## src/rtl/audio_dma_channel.sv

```systemverilog
module audio_dma_channel #(
  parameter int ADDR_W   = 32,
  parameter int DATA_W   = 32,
  parameter int EVT_W    = 5,
  parameter int SIZE_W   = 7,
  parameter int BLK_LG   = 7,
  parameter int TGT_W    = 2,
  parameter int SRC_TGT  = 2,
  parameter int DST_TGT  = 1
) (
  input  logic                  clk,
  input  logic                  rst_n,
  input  logic                  cfg_we,
  input  logic [1:0]            cfg_sel,
  input  logic [31:0]           cfg_wdata,
  input  logic [(1<<EVT_W)-1:0] evt_in,
  input  logic                  clear_all,
  output logic [2:0]            status,
  output logic                  busy,
  output logic                  done_pulse,
  output logic                  rd_valid,
  output logic [ADDR_W-1:0]     rd_addr,
  input  logic                  rd_ready,
  input  logic [DATA_W-1:0]     rd_data,
  output logic                  wr_valid,
  output logic [ADDR_W-1:0]     wr_addr,
  output logic [DATA_W-1:0]     wr_data,
  input  logic                  wr_ready
);
  localparam int BEAT_LG = $clog2(DATA_W / 8);
  localparam int BEAT_W  = BLK_LG - BEAT_LG;
  localparam int BLK_AW  = ADDR_W - BLK_LG;
  localparam logic [BEAT_W-1:0] LAST_BEAT = {BEAT_W{1'b1}};

  typedef enum logic [2:0] {
    S_DONE = 3'd0, S_EVENT = 3'd1, S_PEND = 3'd2, S_XFER = 3'd3,
    S_NOTE = 3'd4, S_CLR = 3'd5, S_ERR = 3'd6
  } st_t;

  st_t               state;
  logic [EVT_W-1:0]  evt_sel;
  logic [BLK_AW-1:0] src_blk, dst_blk;
  logic [TGT_W-1:0]  src_tgt, dst_tgt;
  logic [SIZE_W-1:0] size_q, blk_cnt;
  logic [BEAT_W-1:0] beat_cnt;
  logic              wr_phase;
  logic [DATA_W-1:0] data_q;
  logic              done_q;

  assign busy = (state == S_EVENT) || (state == S_PEND) ||
                (state == S_XFER) || (state == S_NOTE);
  assign status     = state;
  assign done_pulse = done_q;

  wire cfg_ok   = cfg_we && !busy;
  wire arm      = cfg_ok && (cfg_sel == 2'd0) && cfg_wdata[0];
  wire tgt_good = (src_tgt == TGT_W'(SRC_TGT)) && (dst_tgt == TGT_W'(DST_TGT));
  wire trig     = (evt_sel == '0) || evt_in[evt_sel];
  wire last     = (beat_cnt == LAST_BEAT) && (blk_cnt == size_q);

  wire [BLK_AW-1:0] rd_blk = src_blk + BLK_AW'(blk_cnt);
  wire [BLK_AW-1:0] wr_blk = dst_blk + BLK_AW'(blk_cnt);

  assign rd_valid = (state == S_XFER) && !wr_phase;
  assign wr_valid = (state == S_XFER) && wr_phase;
  assign rd_addr  = {rd_blk, beat_cnt, {BEAT_LG{1'b0}}};
  assign wr_addr  = {wr_blk, {BLK_LG{1'b0}}};
  assign wr_data  = data_q;

  always_ff @(posedge clk or negedge rst_n) begin
    if (!rst_n) begin
      src_blk <= '0; src_tgt <= '0;
      dst_blk <= '0; dst_tgt <= '0;
      size_q  <= '0; evt_sel <= '0;
    end else if (cfg_ok) begin
      case (cfg_sel)
        2'd0: evt_sel <= cfg_wdata[16 +: EVT_W];
        2'd1: begin src_blk <= cfg_wdata[BLK_LG +: BLK_AW]; src_tgt <= cfg_wdata[TGT_W-1:0]; end
        2'd2: begin dst_blk <= cfg_wdata[BLK_LG +: BLK_AW]; dst_tgt <= cfg_wdata[TGT_W-1:0]; end
        default: size_q <= cfg_wdata[SIZE_W-1:0];
      endcase
    end
  end

  always_ff @(posedge clk or negedge rst_n) begin
    if (!rst_n) begin
      state    <= S_DONE;
      blk_cnt  <= '0;
      beat_cnt <= '0;
      wr_phase <= 1'b0;
      data_q   <= '0;
      done_q   <= 1'b0;
    end else begin
      done_q <= 1'b0;
      if (busy && clear_all) begin
        state  <= S_CLR;
        done_q <= 1'b1;
      end else begin
        case (state)
          S_EVENT: if (trig) state <= S_PEND;
          S_PEND:  state <= S_XFER;
          S_XFER: begin
            if (!wr_phase) begin
              if (rd_ready) begin
                data_q   <= rd_data;
                wr_phase <= 1'b1;
              end
            end else if (wr_ready) begin
              wr_phase <= 1'b0;
              if (last) state <= S_NOTE;
              else begin
                beat_cnt <= beat_cnt + 1'b1;
                if (beat_cnt == LAST_BEAT) blk_cnt <= blk_cnt + 1'b1;
              end
            end
          end
          S_NOTE: begin
            state  <= S_DONE;
            done_q <= 1'b1;
          end
          default: if (arm) begin
            blk_cnt  <= '0;
            beat_cnt <= '0;
            wr_phase <= 1'b0;
            if (tgt_good) state <= S_EVENT;
            else begin
              state  <= S_ERR;
              done_q <= 1'b1;
            end
          end
        endcase
      end
    end
  end

  a_r11_pulse_single: assert property (@(posedge clk) disable iff (!rst_n)
    done_pulse |=> !done_pulse);
  a_r11_pulse_terminal: assert property (@(posedge clk) disable iff (!rst_n)
    done_pulse |-> (status == 3'd0 || status == 3'd5 || status == 3'd6));
  a_r9_clear_wins: assert property (@(posedge clk) disable iff (!rst_n)
    (busy && clear_all) |=> (status == 3'd5 && done_pulse && !rd_valid && !wr_valid));
  a_r4_pend_one_cycle: assert property (@(posedge clk) disable iff (!rst_n)
    (status == 3'd2 && !clear_all) |=> (status == 3'd3));
  a_r12_write_held: assert property (@(posedge clk) disable iff (!rst_n)
    (wr_valid && !wr_ready && !clear_all) |=> (wr_valid && $stable(wr_data) && $stable(wr_addr)));
  a_r10_cfg_frozen: assert property (@(posedge clk) disable iff (!rst_n)
    (busy && $past(busy)) |-> ($stable(src_blk) && $stable(dst_blk) && $stable(size_q) && $stable(evt_sel)));
  a_r8_error_quiet: assert property (@(posedge clk) disable iff (!rst_n)
    (status == 3'd6) |-> (!rd_valid && !wr_valid && !busy));
endmodule

```

## config.mk

```make
export PLATFORM = sky130hd
export DESIGN_NAME = audio_dma_channel
export DESIGN_NICKNAME = d
export VERILOG_FILES = /design/src/rtl/audio_dma_channel.sv
export SDC_FILE = /design/constraint.sdc
export NUM_CORES = 1
export LEC_CHECK = 0
export BUFFER_PORTS_ARGS = -buffer_cell sky130_fd_sc_hd__buf_2
export CAP_MARGIN = 20
export CORE_MARGIN = 5
export CORE_UTILIZATION = 55
export CTS_CLUSTER_DIAMETER = 40
export DETAILED_ROUTE_END_ITERATION = 7
export PLACE_DENSITY_LB_ADDON = 0.2
export SLEW_MARGIN = 20
export SYNTH_ARGS = -nofsm -noshare
export SYNTH_HDL_FRONTEND = slang
export SYNTH_SLANG_ARGS = --single-unit
```

## constraint.sdc

```tcl
create_clock -name clk -period 4.6 [get_ports clk]
set_input_delay 0.46 -clock clk [delete_from_list [all_inputs] [get_ports clk]]
set_output_delay 0.46 -clock clk [all_outputs]
set_load 0.02 [all_outputs]
```

======== Word level (Yosys, flattened, before mapping) ========
Index checks and enable logic that the tools add are counted.
word-level totals
  bits in registers ....................... 115
operators by class
  add/subtract/negate cells ............... 4
  magnitude comparators ................... 1
  equality and inequality tests ........... 18
  muxes and demuxes ....................... 30
  bitwise gates (word level) .............. 4
  reductions and logical operators ........ 30
operator list
  operator               number
  $add A25 B7 Y25        2
  $mux W7                5
  $mux W3                7
  $mux W5                4
  $pmux W7 S2            1
  $ne A3 B2 Y1 const B   4
  $pmux W3 S4            1
  $pmux W5 S2            1
  $reduce_or A3 Y1       3
  $logic_and A1 B1 Y1    8
  $mux W1                8
  $ne A2 B2 Y1 const B   4
  $reduce_and A2 Y1      4
  $add A7 B1 Y7 const B  1
  $eq A7 B7 Y1           1
  $reduce_and A7 Y1      1
  $eq A3 B2 Y1 const B   2
  $lt A5 B6 Y1 const B   1
  $reduce_and A6 Y1      1
  $reduce_bool A6 Y1     1
  $add A5 B1 Y5 const B  1
  $bmux W1 S5            1
  $eq A5 B5 Y1 const B   1
  $logic_not A5 Y1       1
  other kinds (13)       23

======== Logic depth before layout (Yosys ltp) ========
Gate-level depths: netlist of run 1.
  word-level depth ........................ 11
  mapped depth ............................ 9

======== Worst setup path after synthesis of run 1 ========
No wires, ideal clock.
  path type ............................... reg-to-output
  start ................................... register blk_cnt[0]
  end ..................................... output wr_addr[31]
  arrival ................................. 2388 ps
  slack ................................... 1752 ps
  cell stages (with the launch flop) ...... 10
  buffers on the path ..................... 0
  path through ............................ dfrtp_1 ha_1 inv_1 fa_1 nor2b_1 o21ai_0 a21boi_0 o21ai_1 nor3b_1 xor2_1
on the way
  cells in the longest elaborated chain, start to end .. 1
ends and longest elaborated chain
  element                   line  text
  start: declaration        44    logic [SIZE_W-1:0] size_q, blk_cnt;
  start signal: assignment  113   if (beat_cnt == LAST_BEAT) blk_cnt <= blk_cnt + 1'b1;
  $add A25 B7 Y25           62    wire [BLK_AW-1:0] wr_blk = dst_blk + BLK_AW'(blk_cnt);
  end: declaration          26    output logic [ADDR_W-1:0] wr_addr,
No other way between the ends.

======== Worst setup path in the final report of run 1 ========
  start ................................... register blk_cnt[0]
  end ..................................... output rd_addr[31]
on the way
  cells in the longest elaborated chain, start to end .. 1
ends and longest elaborated chain
  element           line  text
  $add A25 B7 Y25   61    wire [BLK_AW-1:0] rd_blk = src_blk + BLK_AW'(blk_cnt);
  end: declaration  22    output logic [ADDR_W-1:0] rd_addr,
No other way between the ends.

==> key figures, run 1 <==
Run status
  • Run status: complete, no violations

Routing
  • Number of DRC markers after the initial detailed-route iteration: 236
  • Remaining routing DRC violations: 0
  • Via density per instance: 5.46
  • Antenna-violating nets left: 0
  • Number of detailed-route iterations in the first pass: 4
  • Average wire length per cell after detail routing: 16.7 µm
  • Total wirelength of the detailed-routed design: 15200 µm
  • Via total after detailed routing: 4975

Worst setup path
  • Crit path max-delay cell type: dfrtp_1
  • Critical path capture point type: output port
  • Worst path buffer plus inverter count: 2
  • Startpoint types: flip-flop
  • Required time reported for the critical path endpoint: just over 4 ns
  • Delay-heaviest family, CP: compound AO/OA/AOI/OAI gates
  • Worst reg2reg path startpoint: blk_cnt[4]
  • FF-to-FF path depth: 6
  • Chain of cells forming the critical path: ha_1, inv_1, fa_1, nor2b_1, o21ai_0, a21boi_0, o211ai_1, nor3_1, xor2_1, buf_2
  • Path type of the worst setup path: reg -> out
  • Register-to-Register Setup Slack: 1.86 ns
  • Max incr delay on CP: 0.49 ns
  • Endpoint of the worst-slack reg-to-reg timing path: blk_cnt[5]
  • Arr. time, crit path: between 3 and 4 ns
  • Worst-path fanout max: 7

Yosys
  • Leading cell types by total area after synthesis: dfrtp_1, mux2_2, xor2_1, ha_1, xnor2_1
  • Count of state elements after synthesis: 115
  • Number of instances in the synthesized netlist: around 550
  • Synth async-reset ratio: 1.00
  • Combined area of all synthesized cells: 6350 µm²
  • Cell variety after synth: 60
  • Count of warnings emitted by yosys: 0
  • Area fraction of the dominant cell type after synthesis: 0.453
  • Cell with the most instances after synthesis: dfrtp_1
  • Top cells by instance count after synthesis: dfrtp_1, mux2_2, nor2_1, nand2_1, xor2_1
  • Top_reg_cell synth: dfrtp_1
  • Part of the Yosys area used for sequential elements: 0.453
  • Mean cell area of the mapped netlist: 11.5 µm²
  • Cell accounting for the most synthesized area: dfrtp_1
  • Number of synthesized flops with an enable pin: 0

Place
  • Final weighted congestion in routability-driven placement: approximately 0.87
  • Placed wire-length estimate after detailed placement: 11400 µm
  • Area after DPL: 7410 µm²
  • Count of input and output buffers: ~200

Timing
  • Final Max Tran Viols: 0
  • Layout Skew: 0.00571 ns
  • Final hold violations: 0
  • Worst Tran Pin Value: 1.02 ns
  • TNS Setup: 0 ns
  • Final count of negative-setup-slack endpoints: 0
  • Post-layout min period: around 3.7 ns
  • Unrepaired setup endpoints after global routing: false
  • Maximum clock frequency: 272 MHz
  • Slew headroom: 0.314
  • Post-route clock period utilization: 0.799

Clock tree
  • Clock transition time at the flip-flop clock pins of the worst setup and hold paths: about 0.06 ns
  • CTS Buf Count: 17
  • Number of gates given a new drive strength after cts: 0
  • Buffer depth of the longest clock path: 2
  • Sink count of the clock tree: 115
  • Count of buffers added by post-CTS timing repair for setup: 0
  • TritonCTS clock tree: yes
  • Buffer cell driving the clock tree root: clkbuf_16
  • Hold-fix buffers, CTS: 0
  • Total number of H-tree levels: 4
  • Skew-Pair Late Insertion Delay: approximately 0.40 ns

Finish
  • Antenna fix cells: 0
  • Total Nets Final: 878
  • Layout overhead on the synthesized area: 27.4%
  • Layout Cell Area excl Fill: 8080 µm²
  • FILL cells: between 800 and 900
  • Share of post-route cells with drive strength above 1: 0.445

Global route
  • Grt total ovfl: 0
  • Largest net degree at the start of global routing: 75
  • Via count of the first global-routing pass: roughly 5.2k
  • Number of antenna violations at the first check in global routing: 1
  • First-pass GRT wire length: 25500 µm
  • Total global-route track usage: 0.223

Min path
  • Worst Hold Class: in -> async

Pwr
  • Highest ir drop seen on vdd: ~0.00046 V
  • Areal power density over the cells: 721 nW/µm²
  • Static leakage: about 3.9 nW

Floorplan
  • Die height: about 120 µm
  • Die Wd: 117 µm
  • Area of the core: 11400 µm²
  • Initial Utilization: 0.558
  • Area enclosed by the die boundary: between 10000 and 15000 µm²
  • Placement row count: 39
  • Ports: 207

Flow run
  • Total of max-cap violations: 0
==> layer usage <==
| layer | up-vias | GRT usage | wire [µm] |
|---|---|---|---|
| met5 | - | 0 | 15 |
| met4 | 2 | 0.0645 | 191 |
| met3 | 18 | 0.0828 | 1330 |
| met2 | 181 | 0.367 | 7440 |
| met1 | 2421 | 0.275 | 6230 |
| li1 | 2353 | - | - |
==> worst max-delay path by stage <==
stage	endpoint	startpoint	slack, ns	cells past startpoint
2_1_floorplan	wr_addr[31]	blk_cnt[0]	1.75	9
3_3_place_gp	wr_addr[31]	blk_cnt[0]	1.40	10
3_5_place_dp	wr_addr[31]	blk_cnt[0]	1.32	10
4_1_cts	wr_addr[31]	blk_cnt[0]	0.87	10
5_1_grt	wr_addr[25]	blk_cnt[0]	0.66	10
6_report	rd_addr[31]	blk_cnt[0]	0.92	10
==> worst reg2reg max path: stages (launching register included) <==
cell and delay (ns):
dfrtp_1 0.47, xor2_1 0.20, nor4_1 0.61, nand2_1 0.11, a31oi_1 0.84, o311ai_0 0.29, o41ai_1 0.11
==> area by class of cell <==
cell class                      count  area (µm²)  share of cell area
Clock buffer                       20         447              0.0553
Clock inverter                     12         229              0.0283
Inverter                           18        70.1             0.00867
Multi-Input combinational cell    403        3270               0.404
Sequential cell                   115        2880               0.356
Tap cell                          143         179              0.0221
Timing Repair Buffer              200        1010               0.125
==> registers in the layout (all words and copies together), names as in the netlist <==
| name | count |
|---|---|
| wr_data | 32 |
| dst_blk | 25 |
| src_blk | 25 |
| blk_cnt | 7 |
| size_q | 7 |
| beat_cnt | 5 |
| evt_sel | 5 |
| status | 3 |
| dst_tgt | 2 |
| src_tgt | 2 |
| done_pulse | 1 |
| wr_phase | 1 |
==> report_power, final <==
part           switching (W)  internal [W]
clock               0.000461       0.00103
sequential          0.000436       0.00148
combinational        0.00133       0.00109
total                0.00223       0.00360
==> stage by stage <==
| stage | power (W) | hold WS (ns) | setup WS, ns | utilization | instances |
|---|---|---|---|---|---|
| after floorplan | 0.00361 | 0.164 | 1.75 | - | 562 |
| after global placement | 0.00426 | 0.481 | 1.40 | 0.651 | 879 |
| after detailed placement | 0.00436 | 0.488 | 1.32 | 0.651 | 879 |
| after CTS | 0.00589 | 0.212 | 0.867 | 0.711 | 911 |
| after global routing | 0.00619 | 0.262 | 0.662 | 0.711 | 911 |
| final | 0.00583 | 0.179 | 0.924 | 0.711 | 911 |
==> placed cells by master (no fill, tap or decap), types with 3 or more instances in the layout <==
cell type and count:
clkbuf_16 17, inv_1 17, xor2_1 33, nand2_1 33
and3_1 3, a21oi_1 10, nand3_1 18, nand4_1 4
or3_1 3, nand3b_1 3, nor3_1 10, nor2_1 41
xnor2_1 21, buf_4 5, bufinv_16 6, and3b_1 3
mux4_2 8, nor3b_1 7, o21ai_1 3, mux2_2 97
o21ai_0 17, nand2b_1 7, ha_1 17, mux2i_1 4
o21a_1 5, clkinv_4 5, conb_1 9, buf_2 195
nor2b_1 6, o41ai_1 3, dfrtp_1 115
==> cells by family (layout without fill, tap and decap cells) <==
logic type | count (synthesis) | in the layout | share of synthesized area
compound gates | 59 | 59 | 0.0615
buf+inv | 44 | 250 | 0.0365
mux | 109 | 109 | 0.207
xor+xnor | 54 | 54 | 0.0745
other cells | 1 | 9 | 0.000591
flops | 115 | 115 | 0.453
fa+ha+maj | 19 | 19 | 0.0398
simple gates | 153 | 153 | 0.127
Power figures use the tool's default switching activity.
==> run 2, diff against run 1 <==
Settings changed: CORE_UTILIZATION 55 to 46.
Clock period 4.6 ns to 3.1 ns, I/O delays scaled along.
==> run 2 against run 1 <==
  * Setup slack worse by 0.74 ns
  * Die area up 18%
  * Critical endpoint is now wr_addr[31]
  * Core utilization shrank 11 points
  * Via count is 0.70% lower
  * Highest routed layer unchanged
  * Global-route usage fell by 2.9 points
  * Critical path depth shrank 3
  * Flip-flop and latch count unchanged
==> key figures, run 2 (same netlist as run 1, synthesis figures left out) <==
Run status
  • Run status: complete, no violations (unchanged)

Finish
  • Antenna fix cells: 0 (unchanged)
  • Total Nets Final: 887 (was 878)
  • Layout Cell Area excl Fill: 8240 µm² (was 8080 µm²)
  • Max FFs per register: 32 (unchanged)
  • Layout overhead on the synthesized area: 29.9% (was 27.4%)
  • Commonest non-fill, non-tap cells in the layout: buf_2, dfrtp_1, mux2_2 (unchanged)
  • FILL cells: 1143 (was 869)
  • Commonest non-fill, non-tap cell in the layout: buf_2 (unchanged)
  • Number of standard cells in the layout, taps in and fillers out: 957 (was 911)
  • Share of post-route cells with drive strength above 1: 0.467 (was 0.445)

Routing
  • Antenna-violating nets left: 0 (unchanged)
  • Via total after detailed routing: 4940 (was 4975)
  • Via density per instance: 5.16 (was 5.46)
  • Total wirelength of the detailed-routed design: 15300 µm (was 15200 µm)
  • Remaining routing DRC violations: 0 (unchanged)
  • Number of DRC markers after the initial detailed-route iteration: 172 (was 236)
  • Average wire length per cell after detail routing: 16.0 µm (was 16.7 µm)
  • Number of detailed-route iterations in the first pass: 4 (unchanged)

Floorplan
  • Die Wd: 127 µm (was 117 µm)
  • Initial Utilization: 0.463 (was 0.558)
  • Placement row count: 43 (was 39)
  • Area of the core: 13700 µm² (was 11400 µm²)
  • Die height: 127 µm (was 117 µm)
  • Ports: 207 (unchanged)
  • Area enclosed by the die boundary: 16200 µm² (was 13800 µm²)

Worst setup path
  • Chain of cells forming the critical path: and4_1, nand4_1, nor3_1, nand2_1, nor3b_2, xor2_1, buf_2 (was ha_1, inv_1, fa_1, nor2b_1, o21ai_0, a21boi_0, o211ai_1, nor3_1, xor2_1, buf_2)
  • Required time reported for the critical path endpoint: 2.79 ns (was 4.14 ns)
  • Startpoint types: flip-flop (unchanged)
  • Arr. time, crit path: 2.61 ns (was 3.22 ns)
  • Max incr delay on CP: 0.45 ns (was 0.49 ns)
  • Path type of the worst setup path: reg -> out (unchanged)
  • Crit path max-delay cell type: dfrtp_1 (unchanged)
  • Critical path capture point type: output port (unchanged)
  • Worst-path fanout max: 7 (unchanged)
  • Delay-heaviest family, CP: simple AND/OR/NAND/NOR gates (was compound AO/OA/AOI/OAI gates)
  • Worst path buffer plus inverter count: 1 (was 2)

Timing
  • Unrepaired setup endpoints after global routing: false (unchanged)
  • Worst Tran Pin Value: 0.746 ns (was 1.02 ns)
  • Post-layout min period: roughly 3 ns
  • Final Max Tran Viols: 0 (unchanged)
  • Worst path setup slack after routing: 0.182 ns (was 0.924 ns)
  • Maximum clock frequency: 343 MHz
  • Layout Skew: 0.00958 ns (was 0.00571 ns)
  • Final count of negative-setup-slack endpoints: 0 (unchanged)
  • TNS Setup: 0 ns (unchanged)
  • Final hold violations: 0 (unchanged)
  • Slew headroom: 0.496 (was 0.314)
  • Post-route clock period utilization: 0.941

Clock tree
  • CTS Buf Count: 17 (unchanged)
  • Buffer cell driving the clock tree root: clkbuf_16 (unchanged)
  • Skew-Pair Late Insertion Delay: 0.41 ns (was 0.40 ns)
  • Sink count of the clock tree: 115 (unchanged)
  • TritonCTS clock tree: yes (unchanged)
  • Buffer depth of the longest clock path: 2 (unchanged)
  • Clock transition time at the flip-flop clock pins of the worst setup and hold paths: 0.05 ns (was 0.06 ns)
  • Total number of H-tree levels: 4 (unchanged)

Place
  • Final weighted congestion in routability-driven placement: 0.896 (was 0.865)
  • Area after DPL: 7510 µm² (was 7410 µm²)
  • Pre-CTS worst setup slack: 0.197 ns (was 1.32 ns)
  • Dpl cells: 922 (was 879)
  • Placed wire-length estimate after detailed placement: 11600 µm (was 11400 µm)
  • Count of input and output buffers: 196 (unchanged)

Min path
  • Worst Hold Class: in -> reg (was in -> async)

Pwr
  • Static leakage: 3.96 nW (was 3.92 nW)
  • Sum of internal, switching and leakage power: 0.00853 W (was 0.00583 W)
  • Highest ir drop seen on vdd: 0.000626 V (was 0.000460 V)
  • Areal power density over the cells: 1040 nW/µm² (was 721 nW/µm²)

Global route
  • Total global-route track usage: 0.194 (was 0.223)
  • Number of antenna violations at the first check in global routing: 1 (unchanged)
  • Grt total ovfl: 0 (unchanged)
  • Via count of the first global-routing pass: 5161 (was 5225)
  • Largest net degree at the start of global routing: 67 (was 75)
  • First-pass GRT wire length: 25300 µm (was 25500 µm)

Flow run
  • Total of max-cap violations: 0 (unchanged)
[run 2: per-stage QoR]
step	hold WS [ns]	utilization
3_5_place_dp	0.380	0.547
4_1_cts	0.104	0.596
6_report	0.129	0.601
2_1_floorplan	0.0144	-
5_1_grt	0.109	0.601
3_3_place_gp	0.362	0.547
[run 2: layout make-up]
type,instances,area (µm²),share of cell area
Multi-Input combinational cell,403,3330,0.404
Sequential cell,115,2880,0.349
Timing Repair Buffer,209,1110,0.134
Clock buffer,19,453,0.0549
Tap cell,180,225,0.0273
Clock inverter,13,183,0.0222
Inverter,18,70.1,0.00850
[run 2: timing repair]
action                     CTS  global route
pin swaps                    1             5
resized for setup            8            14
setup endpoints to repair   18            19
hold endpoints to repair    49             0
gates cloned                 0             0
hold buffers                 1             0
setup buffers                1             1
[run 2: metal layers]
metal,up-vias,share of wire,GRT usage
met2,180,0.47,0.312
met3,23,0.097,0.0744
li1,2372,-,-
met5,-,0.00085,0
met4,2,0.017,0.0656
met1,2363,0.42,0.241
[run 2: worst register-to-register path, delay by kind of cell, from the launching register on]
kind                   cells  cell delay, ns
AOI/OAI and AO/OA          3            0.45
DFF                        1            0.60
and+or+nand+nor            3            1.07
buffers and inverters      1            0.18
[run 2: power breakdown]
| group | internal [W] | switching (W) | leakage [nW] |
|---|---|---|---|
| registers | 0.00220 | 0.000631 | 1.41 |
| logic | 0.00166 | 0.00198 | 2.25 |
| clock network | 0.00138 | 0.000683 | 0.301 |
[run 2: path summary, 6_finish.rpt]
kind / from / end / cells after the start / slack, ns
max in group asynchronous: rst_n / status[0] / 3 / 1.83
worst max-delay path: dst_blk[7] / wr_addr[31] / 7 / 0.18
worst min register to register: wr_data[18] / wr_data[18] / 1 / 0.50
min in group asynchronous: rst_n / wr_data[31] / 2 / 0.48
worst min-delay path: cfg_wdata[8] / dst_blk[1] / 3 / 0.13
worst max register to register: status[1] / blk_cnt[3] / 7 / 0.73
==> run 3, diff against run 2 <==
Settings changed: CELL_PAD_IN_SITES_DETAIL_PLACEMENT set to 1, CELL_PAD_IN_SITES_GLOBAL_PLACEMENT set to 2, CORE_UTILIZATION 46 to 29.
==> run 3 against run 2 <==
  * Cell area is 2.8% higher
  * Global-route usage is 4.6 points lower
  * Sequential power is essentially flat
  * Hold slack got worse by 0.0063 ns
  * Clock power grew 6%
  * Non-clock buffer count rose by 4
  * Flip-flop and latch count unchanged
  * Critical path depth increased by 5
  * Register-to-register slack got worse by 0.05 ns
  * Critical path type unchanged
  * Largest cell class unchanged
  * Largest power group unchanged
==> key figures, run 3 (same netlist as run 1, synthesis figures left out) <==
Pwr
  • Areal power density over the cells: 1040 nW/µm² (about the same)
  • Relative contribution of sequential cells to total power: 0.325 (was 0.331)
  • Sw frac: 0.388 (was 0.386)
  • Part of the power in the clock network: 0.250 (was 0.242)
  • Highest ir drop seen on vdd: 0.000412 V (was 0.000626 V)
  • Internal power component: 0.00538 W (was 0.00524 W)
  • Switching power: 0.00341 W (was 0.00329 W)
  • Static leakage: 4.00 nW (was 3.96 nW)
  • Combinational share of power: 0.425 (was 0.426)

Finish
  • Layout Cell Area excl Fill: 8470 µm² (was 8240 µm²)
  • FILL cells: 2436 (was 1143)
  • Commonest non-fill, non-tap cells in the layout: buf_2, dfrtp_1, mux2_2 (unchanged)
  • Total Nets Final: 891 (was 887)
  • Commonest non-fill, non-tap cell in the layout: buf_2 (unchanged)
  • Layout overhead on the synthesized area: 33.5% (was 29.9%)
  • Multi-input combinational cell area: 3370 µm² (was 3330 µm²)
  • Share of post-route cells with drive strength above 1: 0.478 (was 0.467)
  • Antenna fix cells: 0 (unchanged)
  • Sequential Area: 2880 µm² (unchanged)
  • Max FFs per register: 32 (unchanged)

Timing
  • Post-layout min period: 3.03 ns (was 2.92 ns)
  • Unrepaired setup endpoints after global routing: true (was false)
  • Worst path setup slack after routing: 0.0672 ns (was 0.182 ns)
  • Worst Hold Margin: 0.123 ns (was 0.129 ns)
  • Post-route clock period utilization: 0.978 (was 0.941)
  • Layout Skew: 0.0116 ns (was 0.00958 ns)
  • Worst Tran Pin Value: 0.844 ns (was 0.746 ns)
  • Final hold violations: 0 (unchanged)
  • Maximum clock frequency: 330 MHz (was 343 MHz)
  • Slew headroom: 0.430 (was 0.496)
  • Final Max Tran Viols: 0 (unchanged)
  • Final count of negative-setup-slack endpoints: 0 (unchanged)

Worst setup path
  • Crit path max-delay cell type: fa_2 (was dfrtp_1)
  • Register-to-Register Setup Slack: 0.68 ns (was 0.73 ns)
  • Most used cell along the critical path: buf_4
  • Arr. time, crit path: 2.72 ns (was 2.61 ns)
  • Startpoint types: flip-flop (unchanged)
  • Chain of cells forming the critical path: ha_2, inv_2, fa_2, nor2b_2, o21ai_2, a21boi_1, buf_4, o211ai_1, buf_4, nor3_2, xor2_1, buf_4 (was and4_1, nand4_1, nor3_1, nand2_1, nor3b_2, xor2_1, buf_2)
  • Worst-path fanout max: 4 (was 7)
  • Max incr delay on CP: 0.40 ns (was 0.45 ns)
  • Required time reported for the critical path endpoint: 2.79 ns (about the same)
  • Worst path buffer plus inverter count: 4 (was 1)
  • Delay-heaviest family, CP: adder cells (was simple AND/OR/NAND/NOR gates)
  • Critical path capture point type: output port (unchanged)
  • Path type of the worst setup path: reg -> out (unchanged)

Routing
  • Remaining routing DRC violations: 0 (unchanged)
  • Via density per instance: 4.74 (was 5.16)
  • Antenna-violating nets left: 0 (unchanged)
  • Via total after detailed routing: 5025 (was 4940)
  • Number of DRC markers after the initial detailed-route iteration: 87 (was 172)
  • Number of detailed-route iterations in the first pass: 4 (unchanged)
  • Average wire length per cell after detail routing: 17.2 µm (was 16.0 µm)
  • Total wirelength of the detailed-routed design: 18300 µm (was 15300 µm)

Clock tree
  • Clock transition time at the flip-flop clock pins of the worst setup and hold paths: 0.06 ns (was 0.05 ns)
  • Buffer cell driving the clock tree root: clkbuf_16 (unchanged)
  • Skew-Pair Late Insertion Delay: 0.41 ns (about the same)
  • CTS Buf Count: 17 (unchanged)
  • Buffer depth of the longest clock path: 2 (unchanged)
  • Sink count of the clock tree: 115 (unchanged)
  • Total number of H-tree levels: 4 (unchanged)
  • TritonCTS clock tree: yes (unchanged)

Flow run
  • Total of max-cap violations: 0 (unchanged)

Floorplan
  • Die Wd: 158 µm (was 127 µm)
  • Die height: 158 µm (was 127 µm)
  • Area of the core: 21700 µm² (was 13700 µm²)
  • Initial Utilization: 0.293 (was 0.463)
  • Placement row count: 54 (was 43)
  • Area enclosed by the die boundary: 24900 µm² (was 16200 µm²)
  • Ports: 207 (unchanged)

Global route
  • Largest net degree at the start of global routing: 61 (was 67)
  • Total global-route track usage: 0.148 (was 0.194)
  • Via count of the first global-routing pass: 5579 (was 5161)
  • First-pass GRT wire length: 29000 µm (was 25300 µm)
  • Number of antenna violations at the first check in global routing: 1 (unchanged)
  • Grt total ovfl: 0 (unchanged)

Place
  • Pre-CTS worst setup slack: 0.0915 ns (was 0.197 ns)
  • Final weighted congestion in routability-driven placement: 0.751 (was 0.896)
  • Area after DPL: 7640 µm² (was 7510 µm²)
  • Placed wire-length estimate after detailed placement: 14000 µm (was 11600 µm)
  • Count of input and output buffers: 196 (unchanged)

Min path
  • Worst Hold Class: in -> reg (unchanged)

Run status
  • Run status: complete, no violations (unchanged)
[run 3: final cells by class]
class | instances | share of cell area
Multi-Input combinational cell | 403 | 0.398
Sequential cell | 115 | 0.340
Timing Repair Buffer | 213 | 0.136
Clock buffer | 23 | 0.0564
Tap cell | 280 | 0.0414
Clock inverter | 9 | 0.0207
Inverter | 18 | 0.00827
[run 3: worst paths after layout]
kind / from / cells after the start / to
hold / removal: cfg_wdata[5] / 2 / size_q[5]
max in group asynchronous: rst_n / 3 / wr_data[14]
min in group asynchronous: rst_n / 2 / dst_blk[18]
setup / recovery: blk_cnt[0] / 12 / rd_addr[31]
hold reg to reg: wr_data[1] / 1 / wr_data[1]
setup reg to reg: status[1] / 7 / blk_cnt[3]
[run 3: power by group through the flow]
stage          clock network [W]  logic (W)  registers (W)
3_5_place_dp                   0    0.00373        0.00288
5_1_grt                  0.00233    0.00409        0.00297
2_1_floorplan                  0    0.00240        0.00295
4_1_cts                  0.00226    0.00377        0.00286
3_3_place_gp                   0    0.00365        0.00284
6_report                 0.00220    0.00373        0.00285
[run 3: worst reg2reg max path: cells and delay by family (launching register included)]
kind	cells	cell delay, ns
buffers and inverters	1	0.19
and+or+nand+nor	3	1.07
DFF	1	0.63
AOI/OAI and AO/OA	3	0.46
[run 3: what timing repair did]
action	in CTS	in global routing
setup buffers	2	3
hold buffers	1	0
gates resized for setup	14	25
endpoints found under the setup margin	18	15
endpoints found under the hold margin	3	0
pin swaps	5	15
cloned	0	0
[run 3: through the flow]
step                utilization  total power, W  instances  setup TNS, ns
floorplan                     -         0.00535        562              0
global placement          0.352         0.00649       1023              0
detailed placement        0.352         0.00661       1023              0
CTS                       0.386         0.00889       1058              0
global route              0.391         0.00939       1061         -0.448
finish                    0.391         0.00878       1061              0
[run 3: layer usage]
metal | global-route usage | part of all wire | up-vias
met5 | 0 | 0.00071 | -
met4 | 0.0479 | 0.013 | 2
met3 | 0.0508 | 0.079 | 21
met2 | 0.250 | 0.48 | 159
met1 | 0.178 | 0.42 | 2468
li1 | - | - | 2375
